`src/rtl/xbus_pkg.sv`:
```
`timescale 1ns/1ps
package xbus_pkg;

    typedef enum logic [1:0] {
        SZ_BYTE  = 2'd0,
        SZ_HALF  = 2'd1,
        SZ_WORD  = 2'd2,
        SZ_WORDX = 2'd3
    } xsize_e;

    typedef enum logic [1:0] {
        ST_IDLE = 2'd0,
        ST_STRB = 2'd1,
        ST_GAP  = 2'd2
    } xstate_e;

    typedef struct packed {
        logic   wr;
        xsize_e sz;
    } xctl_t;

    function automatic logic is_word(xsize_e s);
        return (s == SZ_WORD) || (s == SZ_WORDX);
    endfunction

    // floor on the standard wait count for a given access type
    function automatic logic [1:0] min_ws(logic wr, xsize_e s);
        return (wr || is_word(s)) ? 2'd2 : 2'd1;
    endfunction

    function automatic logic [15:0] lane_out(xsize_e s, logic upper, logic [31:0] wd);
        logic [15:0] r;
        if (is_word(s))          r = upper ? wd[31:16] : wd[15:0];
        else if (s == SZ_HALF)   r = wd[15:0];
        else                     r = {wd[7:0], wd[7:0]};
        return r;
    endfunction

    function automatic logic [1:0] lane_sel(xsize_e s, logic a0);
        logic [1:0] r;
        if (s == SZ_BYTE) r = a0 ? 2'b10 : 2'b01;
        else              r = 2'b11;
        return r;
    endfunction

    function automatic logic [31:0] assemble(xsize_e s, logic a0,
                                             logic [15:0] lo, logic [15:0] din);
        logic [31:0] r;
        if (is_word(s))        r = {din, lo};
        else if (s == SZ_HALF) r = {16'h0000, din};
        else                   r = {24'h000000, (a0 ? din[15:8] : din[7:0])};
        return r;
    endfunction

endpackage

```
`src/rtl/xbus_wsync.sv`:
```
`timescale 1ns/1ps
module xbus_wsync #(
    parameter int STAGES = 2
) (
    input  logic clk,
    input  logic rst,
    input  logic din,
    output logic dout
);
    logic [STAGES-1:0] stage_q;

    genvar g;
    generate
        for (g = 0; g < STAGES; g++) begin : g_stage
            if (g == 0) begin : g_first
                always_ff @(posedge clk) begin
                    if (rst) stage_q[g] <= 1'b1;
                    else     stage_q[g] <= din;
                end
            end else begin : g_next
                always_ff @(posedge clk) begin
                    if (rst) stage_q[g] <= 1'b1;
                    else     stage_q[g] <= stage_q[g-1];
                end
            end
        end
    endgenerate

    assign dout = stage_q[STAGES-1];
endmodule

```
`src/rtl/xbus_seq.sv`:
```
`timescale 1ns/1ps
module xbus_seq
    import xbus_pkg::*;
#(
    parameter int WS_W = 4
) (
    input  logic            clk,
    input  logic            rst,
    input  logic            accept,
    input  xctl_t           req_ctl,
    input  logic [WS_W-1:0] cfg_ws,
    input  logic            wait_s,
    output xctl_t           ctl,
    output logic            idle,
    output logic            strb,
    output logic            upper,
    output logic            capture,
    output logic            last,
    output logic            done
);
    xstate_e         st_q;
    xctl_t           ctl_q;
    logic [WS_W-1:0] cnt_q;
    logic [WS_W-1:0] lim;
    logic [WS_W-1:0] floor_ws;
    logic            half_q;
    logic            done_q;
    logic            at_final;

    always_comb begin
        floor_ws = WS_W'(min_ws(ctl_q.wr, ctl_q.sz));
        lim      = (cfg_ws < floor_ws) ? floor_ws : cfg_ws;
        at_final = (cnt_q == lim);
        capture  = (st_q == ST_STRB) && at_final && wait_s;
        last     = capture && (!is_word(ctl_q.sz) || half_q);
    end

    always_ff @(posedge clk) begin
        if (rst) begin
            st_q   <= ST_IDLE;
            ctl_q  <= '0;
            cnt_q  <= '0;
            half_q <= 1'b0;
            done_q <= 1'b0;
        end else begin
            done_q <= 1'b0;
            case (st_q)
                ST_IDLE: begin
                    if (accept) begin
                        ctl_q  <= req_ctl;
                        st_q   <= ST_STRB;
                        cnt_q  <= '0;
                        half_q <= 1'b0;
                    end
                end
                ST_STRB: begin
                    if (!at_final) begin
                        cnt_q <= cnt_q + 1'b1;
                    end else if (capture) begin
                        if (last) begin
                            st_q   <= ST_IDLE;
                            done_q <= 1'b1;
                        end else begin
                            st_q   <= ST_GAP;
                            half_q <= 1'b1;
                        end
                    end
                end
                ST_GAP: begin
                    st_q  <= ST_STRB;
                    cnt_q <= '0;
                end
                default: st_q <= ST_IDLE;
            endcase
        end
    end

    assign ctl   = ctl_q;
    assign idle  = (st_q == ST_IDLE);
    assign strb  = (st_q == ST_STRB);
    assign upper = half_q;
    assign done  = done_q;

    // a strobe never lasts a single clock: the floor is one wait state
    assert_min_len_R3: assert property (@(posedge clk) disable iff (rst)
        $rose(strb) |=> strb);

    // a low synchronised wait at the final count holds the strobe
    assert_wait_hold_R4: assert property (@(posedge clk) disable iff (rst)
        (strb && at_final && !wait_s) |=> strb);

    assert_done_after_strobe_R9: assert property (@(posedge clk) disable iff (rst)
        done |-> $past(strb));

    assert_done_single_R9: assert property (@(posedge clk) disable iff (rst)
        done |=> !done);
endmodule

```
`src/rtl/xbus_dpath.sv`:
```
`timescale 1ns/1ps
module xbus_dpath
    import xbus_pkg::*;
#(
    parameter int ADDR_W = 24
) (
    input  logic              clk,
    input  logic              rst,
    input  logic              accept,
    input  logic [ADDR_W-1:0] req_addr,
    input  logic [31:0]       req_wdata,
    input  xctl_t             ctl,
    input  logic              strb,
    input  logic              upper,
    input  logic              capture,
    input  logic              last,
    input  logic [15:0]       bus_din,
    output logic [ADDR_W-1:0] bus_addr,
    output logic [15:0]       bus_dout,
    output logic [1:0]        bus_bsel,
    output logic [31:0]       rdata
);
    localparam logic [ADDR_W-1:0] HALF_STEP = ADDR_W'(2);

    logic [ADDR_W-1:0] addr_q;
    logic [31:0]       wd_q;
    logic [15:0]       lo_q;
    logic [31:0]       rd_q;

    always_ff @(posedge clk) begin
        if (rst) begin
            addr_q <= '0;
            wd_q   <= '0;
            lo_q   <= '0;
            rd_q   <= '0;
        end else begin
            if (accept) begin
                addr_q <= req_addr;
                wd_q   <= req_wdata;
            end
            if (capture && !last)
                lo_q <= bus_din;
            if (last && !ctl.wr)
                rd_q <= assemble(ctl.sz, addr_q[0], lo_q, bus_din);
        end
    end

    always_comb begin
        bus_addr = upper ? (addr_q + HALF_STEP) : addr_q;
        bus_dout = lane_out(ctl.sz, upper, wd_q);
        bus_bsel = lane_sel(ctl.sz, addr_q[0]);
    end

    assign rdata = rd_q;

    // address held steady across a strobe regardless of new request inputs
    assert_addr_stable_R2: assert property (@(posedge clk) disable iff (rst)
        (strb && $past(strb)) |-> $stable(bus_addr));
endmodule

```
`src/rtl/xbus_wait_ctrl.sv`:
```
`timescale 1ns/1ps
module xbus_wait_ctrl
    import xbus_pkg::*;
#(
    parameter int ADDR_W      = 24,
    parameter int WS_W        = 4,
    parameter int SYNC_STAGES = 2
) (
    input  logic              clk,
    input  logic              rst,
    input  logic              req_valid,
    output logic              req_ready,
    input  logic              req_write,
    input  logic [1:0]        req_size,
    input  logic [ADDR_W-1:0] req_addr,
    input  logic [31:0]       req_wdata,
    input  logic [WS_W-1:0]   cfg_ws,
    input  logic              ext_wait_n,
    output logic              bus_cs_n,
    output logic              bus_rd_n,
    output logic              bus_we_n,
    output logic [ADDR_W-1:0] bus_addr,
    output logic [15:0]       bus_dout,
    output logic [1:0]        bus_bsel,
    input  logic [15:0]       bus_din,
    output logic              done,
    output logic [31:0]       rdata
);
    xctl_t req_ctl;
    xctl_t ctl;
    logic  wait_s;
    logic  idle, strb, upper, capture, last;
    logic  accept;

    assign req_ctl = '{wr: req_write, sz: xsize_e'(req_size)};
    assign accept  = req_valid && idle;

    xbus_wsync #(.STAGES(SYNC_STAGES)) u_sync (
        .clk  (clk),
        .rst  (rst),
        .din  (ext_wait_n),
        .dout (wait_s)
    );

    xbus_seq #(.WS_W(WS_W)) u_seq (
        .clk     (clk),
        .rst     (rst),
        .accept  (accept),
        .req_ctl (req_ctl),
        .cfg_ws  (cfg_ws),
        .wait_s  (wait_s),
        .ctl     (ctl),
        .idle    (idle),
        .strb    (strb),
        .upper   (upper),
        .capture (capture),
        .last    (last),
        .done    (done)
    );

    xbus_dpath #(.ADDR_W(ADDR_W)) u_dpath (
        .clk       (clk),
        .rst       (rst),
        .accept    (accept),
        .req_addr  (req_addr),
        .req_wdata (req_wdata),
        .ctl       (ctl),
        .strb      (strb),
        .upper     (upper),
        .capture   (capture),
        .last      (last),
        .bus_din   (bus_din),
        .bus_addr  (bus_addr),
        .bus_dout  (bus_dout),
        .bus_bsel  (bus_bsel),
        .rdata     (rdata)
    );

    assign req_ready = idle;
    assign bus_cs_n  = idle;
    assign bus_rd_n  = !(strb && !ctl.wr);
    assign bus_we_n  = !(strb && ctl.wr);

    assert_strobe_excl_R8: assert property (@(posedge clk) disable iff (rst)
        !(!bus_rd_n && !bus_we_n));

    assert_cs_cover_R8: assert property (@(posedge clk) disable iff (rst)
        (!bus_rd_n || !bus_we_n) |-> !bus_cs_n);

    assert_busy_R2: assert property (@(posedge clk) disable iff (rst)
        !bus_cs_n |-> !req_ready);
endmodule

```
`config.mk`:
```
export PLATFORM = sky130hd
export DESIGN_NAME = xbus_wait_ctrl
export DESIGN_NICKNAME = d
export VERILOG_FILES = /design/src/rtl/xbus_pkg.sv /design/src/rtl/xbus_wsync.sv /design/src/rtl/xbus_seq.sv /design/src/rtl/xbus_dpath.sv /design/src/rtl/xbus_wait_ctrl.sv
export SDC_FILE = /design/constraint.sdc
export NUM_CORES = 1
export LEC_CHECK = 0
export BUFFER_PORTS_ARGS = -buffer_cell sky130_fd_sc_hd__buf_2
export CORE_UTILIZATION = 52
export CTS_CLUSTER_DIAMETER = 100
export DETAILED_ROUTE_END_ITERATION = 8
export PLACE_DENSITY = 0.8
export RECOVER_POWER = 25
export SETUP_SLACK_MARGIN = 0.2
export SLEW_MARGIN = 25
export SYNTH_ARGS = -nofsm -noshare
export SYNTH_HDL_FRONTEND = slang
export SYNTH_SLANG_ARGS = --single-unit
```
`constraint.sdc`:
```
create_clock -name clk -period 2.6 [get_ports clk]
set_clock_uncertainty 0.2 [all_clocks]
set_input_delay 0.13 -clock clk [delete_from_list [all_inputs] [get_ports clk]]
set_output_delay 0.13 -clock clk [all_outputs]
set_load 0.005 [all_outputs]
```
==> results by group, run 1 <==
Clocking
  – CTS tree: done
  – Clk slew on worst S/H paths: 0.06 ns
  – Worst skew pair latency: 0.54 ns
  – Clock buffer depth: 2
  – Root buf cell: clkbuf_8
  – Clock sink count: 117
  – CTS buffer count: 17
  – Htree depth: 4

Critical path
  – Crit-path leading delay family: buffers and inverters
  – CP Class: reg -> reg
  – WP data arrival: 2.89 ns
  – Critical path buffers and inverters: 4
  – Worst path slowest cell: mux2_4
  – Setup crit start kind: flop
  – Endpoint class of the critical path: flop
  – CP required: 2.79 ns
  – Critical path cell sequence: nor2_4 > ha_4 > nor4_4 > buf_4 > a2bb2oi_4 > buf_6 > mux2_4 > buf_12 > buf_16 > nand4_1 > a21oi_2
  – Slowest Stage Delay on Critical Path: 0.38 ns
  – CP max FO: 8

Power and ir drop
  – Internal power: 0.00413 W
  – Power share of the sequential group: 33.8%
  – Sw power: 0.00165 W
  – Pwr/cell area: 634 nW/um2
  – Tot Pwr: 0.00578 W
  – VDD IR max: 0.474 mV
  – Switching Share: 28.5%
  – Leakage: 3.78 nW
  – Clk network pwr share: 45.4%
  – Gate power share: 20.8%

Yosys
  – Main synth FF type: dfxtp_1
  – Flops & latches, synth: 117
  – Top cells by count, synth: nand2_1 (175), dfxtp_1 (117), a21oi_1 (110)
  – Synth top area cells: dfxtp_1 (42%), nand2_1 (12%), a21oi_1 (9.8%)
  – Largest area contributor in the netlist: dfxtp_1
  – Mapped Nets: 812
  – Most frequent cell after synthesis: nand2_1
  – Cell Area, Synth: 5610 um2
  – Ys async rst share: 0%
  – Yosys top cell area share: 41.7%
  – Number of library cell types mapped by synthesis: 39
  – Post-Syn Instances: 726
  – Register area share after synthesis: 41.7%
  – Synthesis Warnings: 0
  – Post-synth EDFFs: 0
  – Synthesized area per cell: 7.73 um2

Finish
  – Register area: 2370 um2
  – Antenna diodes: 0
  – Share of layout cells above drive strength 1: 33.8%
  – Cell Count, Final, Fillers Out: 1139
  – Synth-to-layout area growth: 62.3%
  – Nets: 1077
  – FILL cells: 428
  – Multi-input logic area: 3440 um2

Floorplanning
  – Die width: 106 um
  – Core box area: 10400 um2
  – Initial Util: 53.9%
  – FP Rows: 37
  – Ports: 162
  – Die ar.: 11200 um2
  – Die height: 106 um

Place
  – Post-Place Setup Slack: -0.363 ns
  – Port Buffers: 161
  – Cell count after placement: 979
  – Placer Congestion: 0.853
  – Placed wire-length estimate: 10800 um

Global routing
  – Gr usage total: 42.9%
  – Initial antenna violation count: 0
  – First-pass GRT wire length: 37300 um
  – Grt total ovfl: 0
  – Largest net degree at the start of global routing: 74
  – Number of global-route vias before repair: 7307

Timing
  – Actual slew at the worst max-slew pin: 1.11 ns
  – Final hold vios: 0
  – WHS: 0.102 ns
  – Worst setup margin: -0.109 ns
  – Maximum clock rate: 0.369 GHz
  – Total negative slack: -1.43 ns
  – Final setup viols: 33
  – Final Max Slew Viols: 0
  – Relative slew slack: 26.1%
  – Minimum clock period: 2.71 ns
  – RSZ-0062 raised after global routing: true
  – Final Cycle Share: 104%

Detailed routing
  – Drt drc: 0
  – Drt first pass iters: 8
  – Vias: 7628
  – Via/cell ratio: 6.70
  – Final ANT Viol Nets: 0
  – Final WL: 26300 um
  – Iteration-0 DRC Markers: 1336
  – Per-cell routed wire length: 23.1 um

Run status
  – Failing checks: negative setup slack
  – Status: finished with violations

Flow run
  – MaxCap Viol Count: 0

Worst hold path
  – Min-delay worst type: in -> reg
-- repair_timing --
action                                 in CTS  in global routing
hold buffers                               88                  0
setup buffers                              15                 15
setup endpoints to repair                  80                 87
pin swaps                                  18                 21
gates cloned                               11                  0
gates resized for setup                    56                 61
endpoints found under the hold margin     109                  0
-- metal layers --
| metal | GRT usage (%) | vias up | part of all wire (%) |
|---|---|---|---|
| met5 | 0 | - | 0 |
| met4 | 26.3 | 0 | 7.6 |
| met3 | 13.2 | 250 | 12 |
| met2 | 71.3 | 771 | 47 |
| met1 | 48.2 | 3499 | 34 |
| li1 | - | 3108 | - |
-- through the flow --
step	utilization [%]	area (um2)
after floorplan	-	5610
after global placement	63.3	6600
after detailed placement	63.3	6600
after CTS	84.2	8770
after global routing	87.5	9110
final	87.5	9110
-- flip-flops by register name, summed over array words and instances (netlist names) --
name / flops
u_dpath.rdata: 32
u_dpath.wd_q: 32
u_dpath.addr_q: 24
u_dpath.lo_q: 16
u_seq.cnt_q: 4
u_seq.ctl: 3
u_seq.st_q: 2
u_seq.done: 1
u_seq.upper: 1
u_sync.dout: 1
u_sync.stage_q: 1
-- cells in the final DEF (no fill, tap or decap), types with 14 or more instances in the layout --
cell / count
dlygate4sd3_1: 88
xnor2_1: 15
nand4_1: 40
buf_2: 160
a21oi_1: 103
nand2_1: 171
o31ai_1: 27
nand3_1: 14
dfxtp_1: 106
clkbuf_16: 16
buf_4: 36
nor2_1: 23
-- layout make-up --
type	instances	share of cell area, %
multi-input cells	539	37.7
repair buffers	312	27.2
well taps	136	1.87
clock buffers	22	5.19
clock inverters	9	1.90
inverters	4	0.165
flip-flops and latches	117	26.0
-- power groups by stage --
stage | Sequential, W | Combinational (W) | Clock, W
floorplan | 0.00195 | 0.000446 | 0
global placement | 0.00196 | 0.000711 | 0
detailed placement | 0.00196 | 0.000733 | 0
CTS | 0.00194 | 0.00102 | 0.00256
global route | 0.00195 | 0.00124 | 0.00269
finish | 0.00195 | 0.00120 | 0.00262
-- worst reg2reg max path, delay by kind of cell (launching register included) --
family,cells,cell delay [ns]
DFF,1,0.33
muxes,1,0.38
adders and majority gates,1,0.23
and+or+nand+nor,3,0.55
AOI/OAI and AO/OA,2,0.28
buffers and inverters,4,0.60
-- cell families after synthesis --
logic type,share of synthesized area [%]
compound gates,18.9
xor+xnor,4.06
fa+ha+maj,0.669
buf+inv,5.19
flops,41.7
mux,4.32
simple gates,25.1
-- worst paths after layout --
kind / start / endpoint / slack (ns) / depth (start not counted)
setup / recovery: u_seq.ctl[2] / u_dpath.lo_q[13] / -0.11 / 11
hold / removal: ext_wait_n / u_sync.stage_q[0] / 0.10 / 3
setup reg to reg: u_seq.ctl[2] / u_dpath.lo_q[13] / -0.11 / 11
hold reg to reg: u_sync.stage_q[0] / u_sync.dout / 0.24 / 1
(Power assumes the default switching activity.)
==> inputs of run 2 (changes only) <==
CORE_ASPECT_RATIO = 1.5   (was default)
==> run 2 against run 1 <==
Net effect: the run still ends with negative setup slack left; worst setup slack better by 0.066 ns; global-route usage is 3.4 points lower; cell count is 1.1% lower; critical path depth shrank 2; maximum frequency grew 2.5%; largest power group unchanged; highest routed layer unchanged.
==> results by group, run 2 (synthesis gave the netlist of run 1 again) <==
Detailed routing
  – Drt first pass iters: 6 (-2)
  – Final ANT Viol Nets: 0 (unchanged)
  – Final WL: 23900 um (-9.2%)
  – Via/cell ratio: 6.33 (-5.5%)
  – Drt drc: 0 (unchanged)
  – Vias: 7124 (-6.6%)
  – Per-cell routed wire length: 21.2 um (-8.1%)
  – Iteration-0 DRC Markers: 684 (-49%)

Floorplanning
  – FP Rows: 46 (+24%)
  – Core box area: 10500 um2 (+1.1%)
  – Die ar.: 11200 um2 (about the same)
  – Die width: 86.8 um (-18%)
  – Ports: 162 (unchanged)
  – Die height: 129 um (+22%)
  – Initial Util: 53.3% (-0.60 points)

Timing
  – Final hold vios: 0 (unchanged)
  – Maximum clock rate: 0.378 GHz (+2.5%)
  – Final Cycle Share: 102% (-2.6 points)
  – RSZ-0062 raised after global routing: true
  – Worst setup margin: -0.0429 ns (+0.0664 ns)
  – Final setup viols: 5 (-85%)
  – Actual slew at the worst max-slew pin: 1.08 ns (-0.0235 ns)
  – Final Max Slew Viols: 0 (unchanged)
  – Relative slew slack: 27.7% (+1.6 points)
  – Total negative slack: -0.179 ns (+1.25 ns)
  – Minimum clock period: 2.64 ns (-0.0664 ns)

Clocking
  – CTS buffer count: 17 (unchanged)
  – Worst skew pair latency: 0.41 ns (-0.13 ns)
  – Clk slew on worst S/H paths: 0.06 ns (about the same)
  – Htree depth: 4 (unchanged)
  – Root buf cell: clkbuf_16
  – Clock sink count: 117 (unchanged)
  – CTS tree: done
  – Clock buffer depth: 2 (unchanged)

Finish
  – Cell Count, Final, Fillers Out: 1126 (-1.1%)
  – Leading cell type in the layout, fill and taps excluded: nand2_1
  – Nets: 1055 (-2.0%)
  – Commonest cells after routing, fill and taps aside: nand2_1 (173), buf_2 (140), dfxtp_1 (111)
  – Share of layout cells above drive strength 1: 30.4% (-3.4 points)
  – Antenna diodes: 0 (unchanged)
  – FILL cells: 561 (+31%)
  – Synth-to-layout area growth: 56.9%

Power and ir drop
  – VDD IR max: 0.600 mV (+27%)
  – Pwr/cell area: 634 nW/um2 (about the same)
  – Leakage: 3.53 nW (-6.5%)
  – Tot Pwr: 0.00558 W (-3.4%)

Critical path
  – CP Class: reg -> reg
  – WP data arrival: 2.71 ns (-0.18 ns)
  – Setup crit start kind: flop
  – CP max FO: 12 (+4)
  – CP required: 2.66 ns (-0.13 ns)
  – Endpoint class of the critical path: flop

Run status
  – Status: finished with violations
  – Failing checks: negative setup slack

Global routing
  – Met3 usage: 10.1% (-3.1 points)
  – GRT Max-Usage Layer: met2
  – Number of global-route vias before repair: 6917 (-5.3%)
  – Gr usage total: 39.5% (-3.4 points)
  – Grt total ovfl: 0 (unchanged)
  – Global Route met2 Usage: 69.1% (-2.2 points)
  – Initial antenna violation count: 0 (unchanged)
  – First-pass GRT wire length: 34100 um (-8.6%)
  – Largest net degree at the start of global routing: 72 (-2.7%)
  – GR Layer Usage met1: 40.6% (-7.6 points)

Flow run
  – MaxCap Viol Count: 0 (unchanged)

Place
  – Placer Congestion: 0.854 (+0.14%)
  – Cell count after placement: 985 (+0.61%)
  – Port Buffers: 161 (unchanged)
  – Placed wire-length estimate: 11200 um (+3.4%)
  – Post-Place Setup Slack: -0.336 ns (+0.0273 ns)

Worst hold path
  – Min-delay worst type: in -> reg
-- run 2: changes by cell type in the layout (fill, tap and decap cells not counted), moves of 5 or more --
cell           change
a21oi_2            +5
buf_16             -5
buf_2             -20
buf_4              -5
buf_6              -6
clkbuf_1          +19
clkbuf_16          +6
dfxtp_1            +5
dlygate4sd3_1     -11
o31ai_1            +7
o31ai_2            -9
-- run 2: per-stage QoR --
step | utilization (%) | hold WS (ns) | cell area [um2]
2_1_floorplan | - | 0.0338 | 5610
3_3_place_gp | 62.7 | 0.117 | 6600
3_5_place_dp | 62.7 | 0.118 | 6600
4_1_cts | 80.0 | 0.0661 | 8420
5_1_grt | 83.6 | 0.116 | 8810
6_report | 83.6 | 0.0945 | 8810
-- run 2: worst paths after layout --
kind,start,end,slack (ns),cells after the start
setup / recovery,u_seq.ctl[2],u_dpath.lo_q[2],-0.04,9
hold / removal,rst,u_dpath.wd_q[7],0.09,2
setup reg to reg,u_seq.ctl[2],u_dpath.lo_q[2],-0.04,9
hold reg to reg,u_dpath.wd_q[29],u_dpath.wd_q[29],0.26,2
-- run 2: report_power, final --
part	internal [W]	switching, W	total, W
Clock	0.00161	0.000894	0.00250
Combinational	0.000486	0.000644	0.00113
Sequential	0.00187	0.0000826	0.00195
-- run 2: area by class of cell --
cell class | count | area, um2 | share of cell area [%]
Clock buffer | 17 | 425 | 4.83
Multi-Input combinational cell | 539 | 3420 | 38.8
Timing Repair Buffer | 290 | 2210 | 25.1
Tap cell | 144 | 180 | 2.05
Inverter | 4 | 15.0 | 0.170
Sequential cell | 117 | 2350 | 26.7
Clock inverter | 15 | 205 | 2.33
-- run 2: timing repair --
| action | 4_1_cts | 5_1_grt |
|---|---|---|
| buffers inserted | 11 | 10 |
| cloned | 5 | 6 |
| setup endpoints to repair | 79 | 84 |
| resized for setup | 48 | 50 |
| hold buffers | 77 | 0 |
| pin swaps | 37 | 32 |
| endpoints found under the hold margin | 98 | 0 |
-- run 2: critical path: stages, from the launching register on --
cell	delay, ns
dfxtp_2	0.35
nor2_4	0.05
ha_4	0.28
nor4_4	0.05
buf_4	0.14
o2bb2ai_4	0.39
xor2_4	0.30
buf_4	0.28
o31ai_1	0.33
a21oi_1	0.12
-- run 2: routing by layer --
metal	part of all wire [%]	wire length [um]	vias to the layer above
met5	0	0	-
met3	9.8	2340	183
met1	33	7760	3290
met4	7.3	1730	0
li1	-	-	3066
met2	50	12000	585
